===== config.mk =====
export PLATFORM = sky130hd
export DESIGN_NAME = incap_unit
export DESIGN_NICKNAME = d
export VERILOG_FILES = /design/src/rtl/incap_pkg.sv /design/src/rtl/incap_timebase.sv /design/src/rtl/incap_chan.sv /design/src/rtl/incap_unit.sv
export SDC_FILE = /design/constraint.sdc
export NUM_CORES = 2
export LEC_CHECK = 0
export ABC_AREA = 1
export BUFFER_PORTS_ARGS = -buffer_cell sky130_fd_sc_hd__clkbuf_2
export CORE_ASPECT_RATIO = 1.5
export CORE_MARGIN = 1
export CORE_UTILIZATION = 55
export CTS_BUF_LIST = sky130_fd_sc_hd__clkbuf_16
export DETAILED_ROUTE_END_ITERATION = 16
export PLACE_DENSITY = 0.79
export RECOVER_POWER = 50
export SLEW_MARGIN = 10
export SYNTH_ARGS = -nofsm -noshare
export SYNTH_HDL_FRONTEND = slang
export SYNTH_SLANG_ARGS = --single-unit

===== constraint.sdc =====
create_clock -name clk -period 5 [get_ports clk]
set_input_delay 0.5 -clock clk [delete_from_list [all_inputs] [get_ports clk]]
set_output_delay 0.5 -clock clk [all_outputs]
set_load 0.01 [all_outputs]

===== src/rtl/incap_pkg.sv =====
package incap_pkg;
   // register address decoded from reg_sel
   typedef enum logic {
      REG_EDGE  = 1'b0,
      REG_CLEAR = 1'b1
   } incap_reg_e;

   // per-channel edge choice as held in the edge register
   typedef enum logic {
      EDGE_RISE = 1'b0,
      EDGE_FALL = 1'b1
   } incap_edge_e;
endpackage


===== src/rtl/incap_timebase.sv =====
module incap_timebase #(
   parameter int CNT_W    = 32,
   parameter int TICK_DIV = 50
) (
   input  logic             clk,
   input  logic             rst_n,
   output logic [CNT_W-1:0] count
);
   generate
      if (TICK_DIV == 1) begin : g_direct
         always_ff @(posedge clk) begin
            if (!rst_n) count <= '0;
            else        count <= count + 1'b1;
         end
      end else begin : g_divided
         localparam int DW = $clog2(TICK_DIV);
         logic [DW-1:0] div_q;
         logic          tick;
         assign tick = (div_q == DW'(TICK_DIV - 1));
         always_ff @(posedge clk) begin
            if (!rst_n) begin
               div_q <= '0;
               count <= '0;
            end else begin
               div_q <= tick ? '0 : div_q + 1'b1;
               if (tick) count <= count + 1'b1;
            end
         end
      end
   endgenerate
endmodule


===== src/rtl/incap_chan.sv =====
module incap_chan #(
   parameter int CNT_W       = 32,
   parameter int SYNC_STAGES = 2
) (
   input  logic             clk,
   input  logic             rst_n,
   input  logic             pin,
   input  logic             fall_sel,
   input  logic             clr,
   input  logic [CNT_W-1:0] now,
   output logic [CNT_W-1:0] cap,
   output logic [CNT_W-1:0] period,
   output logic [CNT_W-1:0] width,
   output logic             evt,
   output logic             ovr,
   output logic             strobe
);
   import incap_pkg::*;

   logic [SYNC_STAGES-1:0] sync_q;
   logic                   level, prev_q;
   logic                   rise, fall;
   logic                   have_prev, rise_ok;
   logic [CNT_W-1:0]       rise_ts;

   always_ff @(posedge clk) begin
      if (!rst_n) sync_q <= '0;
      else        sync_q <= {sync_q[SYNC_STAGES-2:0], pin};
   end

   assign level  = sync_q[SYNC_STAGES-1];
   assign rise   = level & ~prev_q;
   assign fall   = ~level & prev_q;
   assign strobe = (incap_edge_e'(fall_sel) == EDGE_FALL) ? fall : rise;

   always_ff @(posedge clk) begin
      if (!rst_n) begin
         prev_q    <= 1'b0;
         cap       <= '0;
         period    <= '0;
         width     <= '0;
         rise_ts   <= '0;
         have_prev <= 1'b0;
         rise_ok   <= 1'b0;
         evt       <= 1'b0;
         ovr       <= 1'b0;
      end else begin
         prev_q <= level;
         if (strobe) begin
            if (have_prev) period <= now - cap;
            cap       <= now;
            have_prev <= 1'b1;
         end
         if (rise) begin
            rise_ts <= now;
            rise_ok <= 1'b1;
         end
         if (fall && rise_ok) width <= now - rise_ts;
         evt <= (evt & ~clr) | strobe;
         ovr <= (ovr & ~clr) | (strobe & evt & ~clr);
      end
   end
endmodule


===== src/rtl/incap_unit.sv =====
module incap_unit #(
   parameter int NUM_CH      = 4,
   parameter int CNT_W       = 32,
   parameter int TICK_DIV    = 50,
   parameter int SYNC_STAGES = 2
) (
   input  logic                    clk,
   input  logic                    rst_n,
   input  logic [NUM_CH-1:0]       pin_in,
   input  logic                    reg_we,
   input  logic                    reg_sel,
   input  logic [NUM_CH-1:0]       reg_wdata,
   output logic [CNT_W-1:0]        now_count,
   output logic [NUM_CH*CNT_W-1:0] cap_value,
   output logic [NUM_CH*CNT_W-1:0] period_value,
   output logic [NUM_CH*CNT_W-1:0] width_value,
   output logic [NUM_CH-1:0]       event_flag,
   output logic [NUM_CH-1:0]       overrun_flag
);
   import incap_pkg::*;

   initial begin
      assert (NUM_CH >= 1)      else $error("NUM_CH must be at least 1");
      assert (CNT_W >= 2)       else $error("CNT_W must be at least 2");
      assert (TICK_DIV >= 1)    else $error("TICK_DIV must be at least 1");
      assert (SYNC_STAGES >= 2) else $error("SYNC_STAGES must be at least 2");
   end

   logic [NUM_CH-1:0] edge_fall_q;
   logic [NUM_CH-1:0] clr_mask;
   logic [NUM_CH-1:0] cap_strobe;

   always_ff @(posedge clk) begin
      if (!rst_n)
         edge_fall_q <= '0;
      else if (reg_we && incap_reg_e'(reg_sel) == REG_EDGE)
         edge_fall_q <= reg_wdata;
   end

   assign clr_mask = (reg_we && incap_reg_e'(reg_sel) == REG_CLEAR) ? reg_wdata : '0;

   incap_timebase #(
      .CNT_W   (CNT_W),
      .TICK_DIV(TICK_DIV)
   ) u_timebase (
      .clk  (clk),
      .rst_n(rst_n),
      .count(now_count)
   );

   generate
      for (genvar i = 0; i < NUM_CH; i++) begin : g_ch
         incap_chan #(
            .CNT_W      (CNT_W),
            .SYNC_STAGES(SYNC_STAGES)
         ) u_chan (
            .clk     (clk),
            .rst_n   (rst_n),
            .pin     (pin_in[i]),
            .fall_sel(edge_fall_q[i]),
            .clr     (clr_mask[i]),
            .now     (now_count),
            .cap     (cap_value[i*CNT_W +: CNT_W]),
            .period  (period_value[i*CNT_W +: CNT_W]),
            .width   (width_value[i*CNT_W +: CNT_W]),
            .evt     (event_flag[i]),
            .ovr     (overrun_flag[i]),
            .strobe  (cap_strobe[i])
         );
      end
   endgenerate
endmodule


## Word level (Yosys, flattened, before mapping)

Cells that the tools add are included.

| word-level totals | value |
|---|---|
| output and inout port bits | 424 |
| word-level logic and storage cells | 116 |
| bits in registers | 582 |
| bits of input ports | 12 |

| operators by class | value |
|---|---|
| reductions and logical operators | 11 |
| $add $sub $neg | 10 |
| bitwise operators | 46 |
| mux-type cells | 5 |
| equal/unequal tests | 1 |

Operators by type and width:

| kind | number |
|---|---|
| 32-bit subtractor | 8 |
| 32-bit by 1-bit adder with 32-bit output, second input constant | 1 |
| 1-bit bitwise AND | 24 |
| 1-bit inverter | 14 |
| 1-bit bitwise OR | 8 |
| 2-bit AND reduction | 4 |
| 6-bit by 1-bit adder with 6-bit output, second input constant | 1 |
| 6-bit equality test, second input constant | 1 |
| 1-bit logical AND | 6 |
| 1-bit two-way mux | 4 |
| 4-bit two-way mux | 1 |
| 2-bit OR reduction | 1 |

## Longest topological paths before layout

| logic depth | value |
|---|---|
| depth in word-level cells | 6 |
| gate-level depth with buffers | 16 |
| gate-level depth less buffers | 16 |

## By module

Synthesis repeated with hierarchy kept, for this count alone.

| second synthesis, totals | value |
|---|---|
| cell total of the unflattened synthesis | 6894 |
| area total of the unflattened synthesis | 40990.6 µm² |

Modules (own cells, without submodules):

| module | times used | sequential area each (µm²) | cells each | area an instance (µm²) |
|---|---|---|---|---|
| incap_chan at g_ch[0].u_chan ... | 2 | 2702.6 | 1640 | 9686.8 |
| incap_chan at g_ch[3].u_chan | 1 | 2702.6 | 1637 | 9665.5 |
| incap_chan at g_ch[2].u_chan | 1 | 2702.6 | 1635 | 9649.3 |
| incap_timebase | 1 | 760.7 | 310 | 2109.5 |
| incap_unit | 1 | 80.1 | 32 | 192.7 |

## Least setup slack after synthesis

No wires, ideal clock.

| timing path | value |
|---|---|
| path type | register to register |
| start | reg u_timebase.count[1] |
| end | reg g_ch[3].u_chan.period[28] |
| path slack | 2596 ps |
| arrival | 2287 ps |
| setup time | 117 ps |
| data required time | 4883 ps |
| period minus slack after synthesis | 2404 ps |
| stages on the path, launching flop included | 14 |
| path buffers | 1 |
| cell sequence | dfxtp_1 > buf_2 > inv_1 > fa_1 > inv_1 > nand3_1 > nand3_1 > nand3_1 > nand3_1 > nand2_1 > nand3_1 > nand2_1 > nor2_1 > nor2_1 |

| on the way | value |
|---|---|
| word-level cells in the longest chain between the ends | 1 |

RTL lines:

| item | RTL line | text |
|---|---|---|
| from (decl) | incap_timebase.sv:7 | `output logic [CNT_W-1:0] count` |
| from (signal assigned) | incap_timebase.sv:26 | `if (tick) count <= count + 1'b1;` |
| 32-bit subtractor | incap_chan.sv:50 | `if (have_prev) period <= now - cap;` |
| to (signal assigned) | incap_chan.sv:50 |  |
| to (decl) | incap_chan.sv:12 | `output logic [CNT_W-1:0] period,` |

Every way passes these cells.
A chain may end at the register's enable or synchronous reset.

## Worst setup path after layout

| timing path | value |
|---|---|
| start | in rst_n |
| end | reg g_ch[0].u_chan.sync_q[0] |

RTL lines:

| item | RTL line | text |
|---|---|---|
| from (decl) | incap_unit.sv:8 | `input logic rst_n,` |
| to (signal assigned) | incap_chan.sv:28 | `else sync_q <= {sync_q[SYNC_STAGES-2:0], pin};` |
| to (decl) | incap_chan.sv:20 | `logic [SYNC_STAGES-1:0] sync_q;` |

No word-level cell between the ends.

==> flow_summary.ini <==
[die]
floorplan.initialDensity_pct = 55.5
fp.dieW_um = 225
core_area_mm2 = 0.0736
num_io_pins = 436
chipHeight_um = 336
std_cell_rows = 122
dieArea_mm2 = 0.0754

[route]
drt-vias-per-instance = 5.16
drt_drc_violations_left = 0
totalWireLength_um = 141000
detailedRoute.firstPassIterationCount = 6
routed_wire_length_per_instance_um = 17.0
detailedRoute.firstIterationViolations = 2992
vias = 42600
postRouteAntennaNets = 0

[global_routing]
grt_pass1_wl_um = 213000
grt_util_all_layers_pct = 36.3
first_global_vias = 39300
gr-usage-met3_pct = 5.35
grt_util_met2_pct = 63.7
busiest_layer = met2
antenna_found_initial = 0
pin_count_of_the_biggest_net_entering_global_routing = 246
grt_overflow_total = 0
grt.met1_usage_pct = 40.8

[clock_tree]
worst_setup_hold_path_clk_slew_ns = 0.07
cts_num_sinks = 582
ctsResizeCount = 0
tritoncts_buffers = 58
tritoncts = done
clk_path_buf_depth = 3
clock_tree.root_cell = sky130_fd_sc_hd__clkbuf_16
cts_setup_buffers = 0
clk_latency_ns = 0.67
deepest_level_of_the_cts_h_tree = 2
holdBufCountCts = 0

[yosys]
synthesis.area_mm2 = 0.0409
synth_area_leaders = sky130_fd_sc_hd__dfxtp_1 29%, sky130_fd_sc_hd__nand2_1 19%, sky130_fd_sc_hd__inv_1 14%, sky130_fd_sc_hd__ha_1 7.7%, sky130_fd_sc_hd__a21oi_1 6.0%
synth.lib_cells_used.distinct = 38
post_synthesis_cell_count = 6904
area_leader_netlist = sky130_fd_sc_hd__dfxtp_1
synth_seq_cells = 582
synth-async-reset-ratio_pct = 0
number_of_synthesized_flops_with_an_enable_pin = 0
ys.flop_type = sky130_fd_sc_hd__dfxtp_1
syn-mean-instance-area_um2 = 5.92
synth_top_area_share_pct = 28.5
total_of_warnings_raised_by_yosys = 0
syn-num-nets = 7175
synth.yosys.seq_area_share_pct = 28.5

[timing]
fin_setup_tns_ns = 0
slew-limit-headroom_pct = -61.3
min_period_over_period_pct = 76.9
rsz0062_at_grt = false
achievable_frequency_mhz = 260
timing_max_transition_violations_final = 220
worst_slew_pin_slew_ns = 2.42
worst_clock_skew_ns = 0.0222
setup_viol = 0
finalWorstPathRequiredPeriod_ns = 3.84
hold_viol_final = 0

[cells_and_area]
synthToLayoutAreaGrowth_pct = 10.4
diodes = 0
layout.cells.most_common_list = 2108 x sky130_fd_sc_hd__nand2_1, 1493 x sky130_fd_sc_hd__inv_1, 623 x sky130_fd_sc_hd__nor2_1
layout_commonest_cell = sky130_fd_sc_hd__nand2_1
ff_latch_area_mm2 = 0.0117
finish.utilization_pct = 61.3
fillCellCount = 7664
multi_input_area_mm2 = 0.0226
number_of_nets_in_the_final_layout = 7500
drive_gt1_share_pct = 3.09

[worst_setup_path]
end_kind = flop
worst_setup_path_startpoint = rst_n
reg2reg_setup_slack_ns = 1.71
timing.setup.critical_path_class = in -> reg
path_max_fanout = 121
worst_setup_path_start_kind = primary input
cp.required_ns = 5.58
data_arrival_time_of_the_worst_path_ns = 4.42
startpoint_of_the_worst_register_to_register_path = u_timebase.g_divided.div_q[1]

[min_path]
hp-class = in -> reg
hp-start = pin_in[3]

[job]
cap_viol_max_count = 2

[power_and_ir_drop]
irDropWorstVdd_mv = 0.432
fin_total_pwr_mw = 12.0
static-leakage-power_nw = 25.1
cellPowerDensity_mw_per_mm2 = 265

[status]
failing_checks = capacitance limit, slew limit
outcome = finished with violations

[placement]
dpl.hpwl_um = 105000
gp_congestion = 0.992
io_buffers = 435
## metal layers
metal / vias to the layer above / wire length, um
li1: 21700 / -
met3: 442 / 8700
met5: - / 0
met4: 0 / 10200
met2: 1422 / 67100
met1: 19100 / 54600
## through the flow
| stage | hold WS, ns | std cells | worst slack [ns] | instance area [um^2] |
|---|---|---|---|---|
| finish | 0.0367 | 8265 | 1.16 | 45100 |
| global route | 0.0327 | 8265 | 0.918 | 45100 |
| detailed placement | 0.401 | 8161 | 2.09 | 43700 |
| CTS | 0.0251 | 8265 | 2.06 | 45600 |
| floorplan | 0.390 | 6904 | 2.60 | 40900 |
| global placement | 0.402 | 8161 | 2.14 | 43700 |
## Yosys cell counts, types with 8 or more instances
library cell and count:
sky130_fd_sc_hd__inv_1 1489, sky130_fd_sc_hd__xnor2_1 29, sky130_fd_sc_hd__nor3_1 32, sky130_fd_sc_hd__nor2_1 623
sky130_fd_sc_hd__o21bai_1 64, sky130_fd_sc_hd__a21o_1 8, sky130_fd_sc_hd__nand3_1 346, sky130_fd_sc_hd__fa_1 8
sky130_fd_sc_hd__nand4_1 30, sky130_fd_sc_hd__buf_1 11, sky130_fd_sc_hd__and2_1 18, sky130_fd_sc_hd__dfxtp_1 582
sky130_fd_sc_hd__buf_6 13, sky130_fd_sc_hd__xor2_1 74, sky130_fd_sc_hd__o211ai_1 17, sky130_fd_sc_hd__nand3b_1 8
sky130_fd_sc_hd__or2_2 13, sky130_fd_sc_hd__ha_1 251, sky130_fd_sc_hd__buf_2 15, sky130_fd_sc_hd__a31oi_1 10
sky130_fd_sc_hd__buf_4 16, sky130_fd_sc_hd__a21oi_1 490, sky130_fd_sc_hd__clkbuf_1 156, sky130_fd_sc_hd__and3_1 8
sky130_fd_sc_hd__o21ai_0 393, sky130_fd_sc_hd__nand2_1 2108, sky130_fd_sc_hd__o21a_1 59
## cells by family (layout without fill, tap and decap cells)
logic type / after synthesis / in the layout / share of synthesized area [%]
and+or+nand+nor: 3198 / 3198 / 31.2
DFF: 582 / 582 / 28.5
adders and majority gates: 259 / 259 / 8.08
AOI/OAI and AO/OA: 1053 / 1053 / 13.9
buffers and inverters: 1709 / 2078 / 16.1
xor gates and xnor gates: 103 / 103 / 2.21
## report_power, final
part | internal, mW | switching (mW)
Combinational | 0.750 | 1.73
Sequential | 4.78 | 0.0900
Clock | 2.60 | 2.01
Total | 8.13 | 3.84
## final cells by class
type                    count  area share [%]
clock inverters            45            1.02
inverters                1498            12.5
flip-flops and latches    582            25.9
clock buffers              59            3.27
well taps                 992            2.75
multi-input cells        4613            50.1
repair buffers            476            4.49
## worst max-delay path, stage by stage
cell                       delay [ns]
sky130_fd_sc_hd__clkbuf_2        1.67
sky130_fd_sc_hd__clkbuf_2        1.58
sky130_fd_sc_hd__nand2_1         0.39
sky130_fd_sc_hd__inv_1           0.16
## flip-flops by register name, indices dropped and copies added, names as in the netlist
register,flops
edge_fall_q,4
g_ch.u_chan.cap,128
g_ch.u_chan.evt,4
g_ch.u_chan.have_prev,4
g_ch.u_chan.ovr,4
g_ch.u_chan.period,128
g_ch.u_chan.prev_q,4
g_ch.u_chan.rise_ok,4
g_ch.u_chan.rise_ts,128
g_ch.u_chan.sync_q,8
g_ch.u_chan.width,128
u_timebase.count,32
u_timebase.g_divided.div_q,6
## final timing paths
check	cells past startpoint	end
max	4	g_ch[0].u_chan.sync_q[0]
min	3	g_ch[3].u_chan.sync_q[0]
max reg2reg	9	u_timebase.count[7]
min reg2reg	2	g_ch[1].u_chan.sync_q[1]
(Power assumes the default switching activity.)
